<file path="src/rtl/smul_pkg.sv">
package smul_pkg;

  typedef enum logic [1:0] {
    OP_SETINF = 2'b00,
    OP_DBL    = 2'b01,
    OP_ADD    = 2'b10
  } smulOp_e;

  typedef enum logic [1:0] {
    ST_IDLE,
    ST_ISSUE,
    ST_WAIT,
    ST_FIN
  } smulState_e;

  // strobes from control to datapath
  typedef struct packed {
    logic load;    // capture scalar and mode, clear counters
    logic shift;   // advance to the next scalar bit
    logic incDbl;  // a doubling was accepted
    logic incAdd;  // an addition was accepted
    logic clrCnt;  // run finished, clear counters
  } smulStrobe_t;

endpackage

</file>
<file path="src/rtl/smul_dpath.sv">
module smul_dpath
  import smul_pkg::*;
#(
  parameter int KW = 256,
  parameter int CW = 16
) (
  input  logic          clk,
  input  logic          rstN,
  input  smulStrobe_t   strobe,
  input  logic [KW-1:0] scalarIn,
  input  logic          modeIn,
  output logic          curBit,
  output logic          nextBit,
  output logic          lastBit,
  output logic          modeR,
  output logic [CW-1:0] dblCount,
  output logic [CW-1:0] addCount
);

  localparam int IW = $clog2(KW + 1);
  localparam logic [CW-1:0] CNT_MAX = '1;

  logic [KW-1:0] shiftQ;
  logic [IW-1:0] remainQ;

  always_ff @(posedge clk or negedge rstN) begin
    if (!rstN) begin
      shiftQ  <= '0;
      remainQ <= '0;
      modeR   <= 1'b0;
    end else if (strobe.load) begin
      shiftQ  <= scalarIn;
      remainQ <= IW'(KW);
      modeR   <= modeIn;
    end else if (strobe.shift) begin
      shiftQ  <= modeR ? (shiftQ >> 1) : (shiftQ << 1);
      remainQ <= remainQ - 1'b1;
    end
  end

  assign curBit  = modeR ? shiftQ[0] : shiftQ[KW-1];
  assign nextBit = modeR ? shiftQ[1] : shiftQ[KW-2];
  assign lastBit = (remainQ == IW'(1));

  always_ff @(posedge clk or negedge rstN) begin
    if (!rstN) begin
      dblCount <= '0;
      addCount <= '0;
    end else if (strobe.load || strobe.clrCnt) begin
      dblCount <= '0;
      addCount <= '0;
    end else begin
      if (strobe.incDbl && dblCount != CNT_MAX) dblCount <= dblCount + 1'b1;
      if (strobe.incAdd && addCount != CNT_MAX) addCount <= addCount + 1'b1;
    end
  end

  assert_dbl_sat_R9: assert property (@(posedge clk) disable iff (!rstN)
    (dblCount == CNT_MAX && !strobe.clrCnt && !strobe.load) |=> dblCount == CNT_MAX);
  assert_add_sat_R9: assert property (@(posedge clk) disable iff (!rstN)
    (addCount == CNT_MAX && !strobe.clrCnt && !strobe.load) |=> addCount == CNT_MAX);
  assert_dbl_mono_R9: assert property (@(posedge clk) disable iff (!rstN)
    (!strobe.clrCnt && !strobe.load) |=> dblCount >= $past(dblCount));
  assert_clear_R9: assert property (@(posedge clk) disable iff (!rstN)
    strobe.clrCnt |=> (dblCount == '0 && addCount == '0));

endmodule

</file>
<file path="src/rtl/smul_ctrl.sv">
module smul_ctrl
  import smul_pkg::*;
(
  input  logic        clk,
  input  logic        rstN,
  input  logic        startIn,
  input  logic        cmdReady,
  input  logic        unitDone,
  input  logic        curBit,
  input  logic        nextBit,
  input  logic        lastBit,
  input  logic        modeR,
  output smulStrobe_t strobe,
  output logic        cmdValid,
  output logic [1:0]  cmdOp,
  output logic        cmdDst,
  output logic        cmdSrc,
  output logic        busy,
  output logic        doneOut
);

  smulState_e state, stateD;
  smulOp_e    opQ, opD;
  logic       advance;

  always_ff @(posedge clk or negedge rstN) begin
    if (!rstN) begin
      state <= ST_IDLE;
      opQ   <= OP_SETINF;
    end else begin
      state <= stateD;
      opQ   <= opD;
    end
  end

  // a bit is finished after its last command completes
  assign advance = (!modeR && (opQ == OP_ADD || (opQ == OP_DBL && !curBit)))
                || ( modeR && opQ == OP_DBL);

  always_comb begin
    stateD = state;
    opD    = opQ;
    strobe = '0;
    unique case (state)
      ST_IDLE: begin
        if (startIn) begin
          strobe.load = 1'b1;
          opD         = OP_SETINF;
          stateD      = ST_ISSUE;
        end
      end
      ST_ISSUE: begin
        if (cmdReady) begin
          stateD        = ST_WAIT;
          strobe.incDbl = (opQ == OP_DBL);
          strobe.incAdd = (opQ == OP_ADD);
        end
      end
      ST_WAIT: begin
        if (unitDone) begin
          if (advance) begin
            strobe.shift = 1'b1;
            if (lastBit) begin
              stateD = ST_FIN;
            end else begin
              stateD = ST_ISSUE;
              opD    = (modeR && nextBit) ? OP_ADD : OP_DBL;
            end
          end else begin
            stateD = ST_ISSUE;
            if (opQ == OP_SETINF) opD = (modeR && curBit) ? OP_ADD : OP_DBL;
            else if (opQ == OP_DBL) opD = OP_ADD;  // top-first, bit is 1
            else opD = OP_DBL;                     // bottom-first, after add
          end
        end
      end
      ST_FIN: begin
        strobe.clrCnt = 1'b1;
        stateD        = ST_IDLE;
      end
      default: stateD = ST_IDLE;
    endcase
  end

  assign cmdValid = (state == ST_ISSUE);
  assign cmdOp    = opQ;
  assign cmdDst   = (opQ == OP_DBL) && modeR;
  assign cmdSrc   = (opQ == OP_ADD) || ((opQ == OP_DBL) && modeR);
  assign busy     = (state != ST_IDLE);
  assign doneOut  = (state == ST_FIN);

  assert_hold_R6: assert property (@(posedge clk) disable iff (!rstN)
    (cmdValid && !cmdReady) |=> (cmdValid && $stable(cmdOp) && $stable(cmdDst) && $stable(cmdSrc)));
  assert_single_R7: assert property (@(posedge clk) disable iff (!rstN)
    (cmdValid && cmdReady) |=> !cmdValid);
  assert_wait_done_R7: assert property (@(posedge clk) disable iff (!rstN)
    (!cmdValid && busy && !unitDone && !doneOut) |=> !cmdValid);
  assert_pulse_R8: assert property (@(posedge clk) disable iff (!rstN)
    doneOut |=> (!doneOut && !busy));
  assert_opcode_R2: assert property (@(posedge clk) disable iff (!rstN)
    cmdValid |-> cmdOp != 2'b11);
  assert_first_R2: assert property (@(posedge clk) disable iff (!rstN)
    $rose(busy) |-> (cmdOp == OP_SETINF && !cmdDst && !cmdSrc));

endmodule

</file>
<file path="src/rtl/smul_sequencer.sv">
module smul_sequencer
  import smul_pkg::*;
#(
  parameter int KW = 256,
  parameter int CW = 16
) (
  input  logic          clk,
  input  logic          rstN,
  input  logic          startIn,
  input  logic          modeIn,
  input  logic [KW-1:0] scalarIn,
  output logic          cmdValid,
  input  logic          cmdReady,
  output logic [1:0]    cmdOp,
  output logic          cmdDst,
  output logic          cmdSrc,
  input  logic          unitDone,
  output logic          busy,
  output logic          doneOut,
  output logic [CW-1:0] dblCount,
  output logic [CW-1:0] addCount
);

  smulStrobe_t strobe;
  logic curBit, nextBit, lastBit, modeR;

  smul_ctrl u_ctrl (
    .clk      (clk),
    .rstN     (rstN),
    .startIn  (startIn),
    .cmdReady (cmdReady),
    .unitDone (unitDone),
    .curBit   (curBit),
    .nextBit  (nextBit),
    .lastBit  (lastBit),
    .modeR    (modeR),
    .strobe   (strobe),
    .cmdValid (cmdValid),
    .cmdOp    (cmdOp),
    .cmdDst   (cmdDst),
    .cmdSrc   (cmdSrc),
    .busy     (busy),
    .doneOut  (doneOut)
  );

  smul_dpath #(.KW(KW), .CW(CW)) u_dpath (
    .clk      (clk),
    .rstN     (rstN),
    .strobe   (strobe),
    .scalarIn (scalarIn),
    .modeIn   (modeIn),
    .curBit   (curBit),
    .nextBit  (nextBit),
    .lastBit  (lastBit),
    .modeR    (modeR),
    .dblCount (dblCount),
    .addCount (addCount)
  );

endmodule

</file>
<file path="config.mk">
export PLATFORM = sky130hd
export DESIGN_NAME = smul_sequencer
export DESIGN_NICKNAME = d
export VERILOG_FILES = /design/src/rtl/smul_pkg.sv /design/src/rtl/smul_dpath.sv /design/src/rtl/smul_ctrl.sv /design/src/rtl/smul_sequencer.sv
export SDC_FILE = /design/constraint.sdc
export NUM_CORES = 1
export LEC_CHECK = 0
export BUFFER_PORTS_ARGS = -buffer_cell sky130_fd_sc_hd__buf_2
export CORE_MARGIN = 2
export CORE_UTILIZATION = 60
export DETAILED_ROUTE_END_ITERATION = 16
export GPL_ROUTABILITY_DRIVEN = 0
export PLACE_DENSITY = 0.94
export SLEW_MARGIN = 20
export SYNTH_ARGS = -nofsm -noshare
export SYNTH_HDL_FRONTEND = slang
export SYNTH_HIERARCHICAL = 1
export SYNTH_SLANG_ARGS = --single-unit
</file>
<file path="constraint.sdc">
create_clock -name clk -period 8.7 [get_ports clk]
set_input_delay 0.435 -clock clk [delete_from_list [all_inputs] [get_ports clk]]
set_output_delay 0.435 -clock clk [all_outputs]
set_load 0.03 [all_outputs]
</file>
Yosys cells after proc, flatten, opt, wreduce, memory -nomap -nowiden
Cells that the tools add are included.

word-level totals
  flip-flop bits (word level) = 302
  input bits = 262

operators by class
  reductions and logical operators = 22
  eq/ne operators = 12
  muxes and demuxes = 34
  $add $sub $neg = 3

operators with widths
  kind                                                                     number
  256-bit two-way mux                                                      3
  16-bit two-way mux                                                       4
  16-bit by 1-bit adder with 16-bit output, second input constant          2
  16-bit inequality test, second input constant                            2
  2-bit two-way mux                                                        15
  9-bit two-way mux                                                        2
  2-bit nonzero test                                                       5
  9-bit by 1-bit == test with 1-bit output, second input constant          1
  9-bit by 1-bit subtractor with 9-bit output, second input constant       1
  1-bit two-way mux                                                        8
  2-bit one-hot mux with 4 select lines                                    1
  1-bit logical AND                                                        7
  2-bit == test, second input constant                                     3
  2-bit by 1-bit == test with 1-bit output, second input constant          2
  2-bit logical NOT                                                        2
  1-bit logical OR                                                         4
  2-bit inequality test, second input constant                             2
  2-bit one-hot mux with 2 select lines                                    1
  4-bit AND reduction                                                      1
  3-bit inequality test, second input constant                             1
  3-bit AND reduction                                                      1
  1-bit logical NOT                                                        2
  2-bit by 1-bit inequality test with 1-bit output, second input constant  1

Depth between registers and ports, before layout
Gate-level depths: netlist of the first run.

  depth in word-level cells = 11
  gate-level depth with buffers = 13
  gate-level depth less buffers = 8

Modules after synthesis
Netlist of the first run, hierarchy kept.

modules (own cells, without submodules)
  module      cells each  times used  area an instance (µm²)
  smul_dpath  1918        1           16273.1
  smul_ctrl   37          1           324.1

Worst setup path after synthesis of the first run
No wires, ideal clock.

  kind = register -> register
  start point = register u_dpath.modeR
  end point = register u_dpath.shiftQ[205]
  stages on the path, launching flop included = 14
  setup slack = 5.513 ns
  data required time = 8.566 ns
  buffers on the path = 6
  period minus slack after synthesis = 3.187 ns
  data arrival time = 3.053 ns
  cells stage by stage = dfrtp_1 -> clkbuf_1 -> buf_2 -> buf_2 -> mux2_2 -> and2b_1 -> o22ai_2 -> nor2b_1 -> clkbuf_1 -> buf_1 -> buf_1 -> nand2_1 -> o21ai_0 -> o21ai_0

RTL lines
  item                      line              text
  start: declaration        smul_dpath.sv:15  output logic modeR,
  start signal: assignment  smul_dpath.sv:34  modeR <= modeIn;
  end signal: assignment    smul_dpath.sv:32  shiftQ <= scalarIn;
  end signal: assignment    smul_dpath.sv:36  shiftQ <= modeR ? (shiftQ >> 1) : (shiftQ << 1);
  end: declaration          smul_dpath.sv:23  logic [KW-1:0] shiftQ;

==> impl_metrics.json, run 1 <==
{
  "track_usage": 0.273,
  "worst_setup_path_start_kind": "flop",
  "clk_pin_slew_worst_paths_ps": 60,
  "grt_pass1_vias": 13900,
  "die_h_um": 170,
  "synth_nets": 2221,
  "clock_path_buffers": 3,
  "synth_seq_cells": 302,
  "synth.largest_area_cell": "dfrtp_1",
  "drive_above_1_share": 0.173,
  "routed-via-count": 14900,
  "period_needed_ps": 4070,
  "htree_levels": 1,
  "fin_util": 0.705,
  "ys.flop_type": "dfrtp_1",
  "register_area_um2": 7560,
  "cp.required_ps": 9160,
  "num_rows": 60,
  "syn_inst": 1955,
  "die_w_um": 170,
  "synthTopCellsByCount": "530 x nand2_1, 525 x o21ai_0, 302 x dfrtp_1, 259 x mux2i_1, 120 x clkbuf_1",
  "grt_pass1_wl_mm": 66.0,
  "fin_crit_sh": 0.468,
  "use_met2": 0.457,
  "use_met1": 0.356,
  "ant_nets": 0,
  "core_um2": 27000,
  "cts_tree": "yes",
  "maxSlewViolCount": 0,
  "synth_area_um2": 16600,
  "synth_most_common_cell": "nand2_1",
  "max_freq_mhz": 246,
  "synth_cell_type_count": 54,
  "arrival_ps": 4530,
  "fin_skew_ps": 17.4,
  "p_leak_uw": 0.00851,
  "clockRootBuffer": "clkbuf_16",
  "timing.final.ws_setup_ps": 4630,
  "ys_seq_area_frac": 0.455,
  "hpwl_mm": 26.5,
  "grtUsageMet3": 0.0500,
  "grt_overflow_total": 0,
  "top_usage_layer": "met2",
  "antenna_found_initial": 6,
  "yosys-top-cells-area": "dfrtp_1 46%, o21ai_0 16%, mux2i_1 16%",
  "async_reset_ff_frac": 1.00,
  "syn_avg_cell_area_um2": 8.49,
  "vias_per_cell": 5.94,
  "drtPass1Iterations": 6,
  "cts_resized": 0,
  "cts_sinks": 302,
  "min_path_type": "in -> reg",
  "fillers": 1968,
  "relSlewSlack": 0.268,
  "status": "complete, no violations",
  "insertion_delay_ps": 560,
  "post_drt_wl_per_cell_um": 16.3,
  "start_util": 0.614,
  "drc": 0,
  "p_per_area_nw_per_um2": 325,
  "critPathCaptureType": "flop",
  "setup_tns_ps": 0,
  "portBuffers": 300,
  "vdd_drop_max_mv": 0.189,
  "fin_cells": 2508,
  "synth-edff-count": 0,
  "crit_type": "reg -> reg",
  "dpl_worst_slack_ps": 4020,
  "tightest_slew_ps": 1100,
  "multi_input_area_um2": 8400,
  "power_uw": 6190,
  "yosys.area.top_type_share": 0.455,
  "dp_cells": 2453,
  "nets": 2414,
  "io_pins": 301,
  "rrSetupSlack_ps": 4630,
  "drtIter0Drc": 1317,
  "grt_max_degree": 263,
  "finalHoldViolations": 0,
  "numCtsBuffers": 31,
  "final-setup-viol-count": 0,
  "die_area_um2": 29000,
  "cp_max_fo": 152,
  "cap_viol_max_count": 0,
  "wirelength_mm": 41.0,
  "syn2layout_area_growth_pct": 14.8,
  "ys.warnings.count": 6,
  "grt_setup_unrepaired": "no"
}
per-stage QoR:
step / area (um2) / hold WS (ps)
final: 19100 / 73.7
after global routing: 19100 / 75.2
after detailed placement: 18100 / 509
after CTS: 19000 / 53.7
after floorplan: 16600 / 139
after global placement: 18100 / 498
state kept, by name, indices dropped and copies added (netlist names):
name and count:
u_ctrl/cmdOp 2, u_dpath/modeR 1, u_dpath/remainQ 9, u_dpath/shiftQ 256, u_ctrl/state 2, u_dpath/addCount 16, u_dpath/dblCount 16
what timing repair did:
item / 4_1_cts / 5_1_grt
buffers inserted: 0 / 0
hold buffers: 1 / 0
endpoints found under the hold margin: 3 / 0
layout make-up:
| type | instances | share of cell area |
|---|---|---|
| Clock buffer | 47 | 0.0475 |
| Multi-Input combinational cell | 1491 | 0.441 |
| Sequential cell | 302 | 0.397 |
| Inverter | 8 | 0.00158 |
| Antenna cell | 1 | 0.000131 |
| Clock inverter | 4 | 0.00125 |
| Timing Repair Buffer | 314 | 0.0894 |
| Tap cell | 341 | 0.0224 |
critical path, stage by stage (launching register included):
cell	delay (ps)
dfrtp_4	710
mux2_2	420
and2b_1	180
o22ai_2	200
nor2b_4	180
buf_4	790
buf_6	730
o21ai_0	280
o21ai_0	290
logic make-up after synthesis:
| family | share of synthesized area |
|---|---|
| simple gates | 0.156 |
| compound gates | 0.183 |
| xor+xnor | 0.00475 |
| flops | 0.455 |
| fa+ha+maj | 0.00302 |
| buf+inv | 0.0393 |
| mux | 0.158 |
metal layers:
metal / wire length [um] / vias up / part of all wire
li1: - / 7164 / -
met1: 17200 / 7050 / 0.42
met2: 19600 / 561 / 0.48
met3: 2620 / 116 / 0.064
met4: 1500 / 6 / 0.036
met5: 38 / - / 0.00093
report_power, final:
part | leakage [uW] | total (uW) | internal [uW] | switching, uW
registers | 0.00378 | 2570 | 2020 | 545
logic | 0.00427 | 2390 | 1050 | 1340
clock network | 0.000459 | 1240 | 707 | 532
cells in the final DEF, fill, tap and decap left out, types with 6 or more instances in the layout:
cell,netlist,final
clkbuf_1,120,9
inv_1,8,8
xor2_1,7,7
buf_4,1,6
nand2_1,530,530
buf_2,26,299
dfrtp_1,302,301
nand3_1,15,15
nand4_1,9,9
or3_1,6,6
clkbuf_16,0,31
a21oi_1,17,17
clkbuf_8,0,7
a31oi_1,10,10
nor2_1,24,23
and3_1,6,6
mux2i_1,259,259
o21ai_0,525,525
o31ai_1,6,6
path summary, 6_finish.rpt:
kind / depth (start not counted) / start / end
worst max-delay path: 8 / u_dpath/modeR / u_dpath/shiftQ[116]
worst min-delay path: 3 / scalarIn[208] / u_dpath/shiftQ[208]
worst max register to register: 8 / u_dpath/modeR / u_dpath/shiftQ[116]
worst min register to register: 2 / u_dpath/remainQ[8] / u_dpath/remainQ[8]
max in group asynchronous: 3 / rstN / u_dpath/modeR
min in group asynchronous: 2 / rstN / u_dpath/dblCount[8]
Note: power is estimated with default switching activity, not from simulation.
==> run 2, diff against run 1 <==
- ABC_AREA: unset -> 1
- CORE_UTILIZATION: 60 -> 51
- PLACE_DENSITY: 0.94 -> 0.86
- clock period: 8.7 -> 3.74 ns (I/O delays scaled with it)
==> run 2 against run 1 <==
- cell count grew 13%
- power grew 140%
- utilization shrank 1.9 points
- combinational power grew 140%
- synthesized cell count shrank 0.10%
- final area grew 9.8%
- register-to-register slack lost 3800 ps
- sequential power grew 130%
- synthesized area shrank 5.2%
- critical endpoint is now u_dpath/shiftQ[141]
- largest cell class is now sequential cells
==> impl_metrics.json, run 2 <==
{
  "min_path_type": "in -> reg",
  "vdd_drop_max_mv": 0.804,
  "largest_register_ff_count": 256,
  "yosys.area.top_type_share": 0.480,
  "numCtsBuffers": 35,
  "mostFrequentLayoutCells": "425 x o21ai_0, 334 x nand2_1, 301 x dfrtp_1",
  "grt_setup_unrepaired": "no",
  "cts_tree": "yes",
  "num_rows": 64,
  "syn_inst": 1953,
  "critPathBufInv": 2,
  "synth_seq_cells": 302,
  "critPathMaxStageDelay_ps": 530,
  "fin_skew_ps": 21.9,
  "ys.warnings.count": 6,
  "core_um2": 30500,
  "arrival_ps": 3270,
  "synth_most_common_cell": "o21ai_0",
  "status": "complete, no violations",
  "start_util": 0.516,
  "final-setup-viol-count": 0,
  "crit_type": "reg -> reg",
  "cts_resized": 0,
  "cap_viol_max_count": 0,
  "routed-via-count": 17600,
  "setup_tns_ps": 0,
  "io_pins": 301,
  "syn_avg_cell_area_um2": 8.06,
  "clockRootBuffer": "clkbuf_16",
  "fin_crit_sh": 0.782,
  "post_drt_wl_per_cell_um": 19.2,
  "critPathMostFrequentCell": "o21ai_0",
  "wirelength_mm": 54.2,
  "drive_above_1_share": 0.166,
  "cp_max_fo": 174,
  "cts_sinks": 302,
  "synth_area_um2": 15700,
  "async_reset_ff_frac": 1.00,
  "clk_pin_slew_worst_paths_ps": 60,
  "fin_hold_ws_ps": 2.83,
  "critPathTopFamily": "compound AO/OA/AOI/OAI gates",
  "die_area_um2": 32300,
  "tightest_slew_ps": 971,
  "hold_buffers": 248,
  "critPathCaptureType": "flop",
  "ys_seq_area_frac": 0.480,
  "synth-edff-count": 0,
  "cp.required_ps": 4090,
  "relSlewSlack": 0.352,
  "p_per_area_nw_per_um2": 722,
  "ant_nets": 0,
  "grt_max_degree": 232,
  "antenna_found_initial": 3,
  "insertion_delay_ps": 510,
  "synth_nets": 2219,
  "layout_commonest_cell": "o21ai_0",
  "clock_path_buffers": 3,
  "die_h_um": 180,
  "drtPass1Iterations": 9,
  "track_usage": 0.327,
  "portBuffers": 300,
  "grt_overflow_total": 0,
  "grt_pass1_vias": 17100,
  "worst_setup_path_start_kind": "flop",
  "synth.largest_area_cell": "dfrtp_1",
  "p_leak_uw": 0.00957,
  "vias_per_cell": 6.22,
  "synth_cell_type_count": 35,
  "period_needed_ps": 2930,
  "grt_pass1_wl_mm": 87.7,
  "maxSlewViolCount": 0,
  "yosys-top-cells-area": "dfrtp_1 48%, o21ai_0 14%, a22oi_1 8.3%",
  "synthTopCellsByCount": "425 x o21ai_0, 334 x nand2_1, 302 x dfrtp_1, 220 x nor2_1, 173 x a22oi_1",
  "die_w_um": 180,
  "htree_levels": 2,
  "top_register": "u_dpath/shiftQ",
  "reg.largest.list": "u_dpath/shiftQ (256), u_dpath/addCount (16), u_dpath/dblCount (16)",
  "ys.flop_type": "dfrtp_1",
  "slowest_stage": "dfrtp_4",
  "drtIter0Drc": 2861,
  "drc": 0,
  "max_freq_mhz": 342,
  "hpwl_mm": 27.8,
  "cts_setup_buffers": 0,
  "power_uw": 15100,
  "crit_path_cell_trace": "nand2_1, o21ai_0, nand2_1, nand2_2, nand2_2, and3_2, inv_1, nor2_4, buf_12, o21ai_0, o21ai_0",
  "syn2layout_area_growth_pct": 33.0,
  "finalHoldViolations": 0,
  "fillers": 2123,
  "nets": 2670
}
-- run 2: cell type report --
cell class / count / area, um2 / share of cell area
Antenna cell: 3 / 7.51 / 0.000359
Clock buffer: 55 / 1070 / 0.0513
Clock inverter: 7 / 62.6 / 0.00299
Inverter: 87 / 332 / 0.0159
Multi-Input combinational cell: 1412 / 7170 / 0.343
Sequential cell: 302 / 7560 / 0.361
Tap cell: 396 / 495 / 0.0237
Timing Repair Buffer: 566 / 4220 / 0.202
-- run 2: worst min-delay path: cells and delay by family --
family	cells	cell delay (ps)
AOI/OAI and AO/OA	2	200
buffers and inverters	1	80
-- run 2: stage by stage --
step,setup WS (ps),cell area [um2],utilization,cells
after CTS,1110,20900,0.685,2825
after floorplan,1310,15700,-,1953
after global routing,689,20900,0.686,2828
after global placement,1200,17300,0.567,2515
after detailed placement,1120,17300,0.567,2515
final,815,20900,0.686,2828
-- run 2: final timing paths --
kind,to,start,cells after the start,slack [ps]
worst max-delay path,u_dpath/shiftQ[141],u_dpath/modeR,11,810
worst min-delay path,u_dpath/shiftQ[143],scalarIn[143],3,3
worst max register to register,u_dpath/shiftQ[141],u_dpath/modeR,11,810
worst min register to register,u_dpath/remainQ[3],u_dpath/remainQ[3],1,480
max in group asynchronous,u_dpath/shiftQ[204],rstN,3,2440
min in group asynchronous,u_dpath/dblCount[15],rstN,2,340
-- run 2: cells by family after synthesis --
group | after synthesis | synth area share
fa+ha+maj | 4 | 0.00318
compound gates | 731 | 0.272
buf+inv | 239 | 0.0644
simple gates | 672 | 0.177
xor+xnor | 5 | 0.00278
flops | 302 | 0.480
-- run 2: routing by layer --
| metal | wire [um] | global-route usage |
|---|---|---|
| met5 | 0 | 0 |
| met4 | 2840 | 0.159 |
| met3 | 5120 | 0.0620 |
| met2 | 26000 | 0.531 |
| met1 | 20200 | 0.422 |
-- run 2: report_power, final --
| group | internal [uW] | leakage [uW] | total (uW) | switching (uW) |
|---|---|---|---|---|
| logic | 2050 | 0.00521 | 5830 | 3780 |
| registers | 4670 | 0.00380 | 5860 | 1190 |
| clock network | 2040 | 0.000559 | 3420 | 1380 |
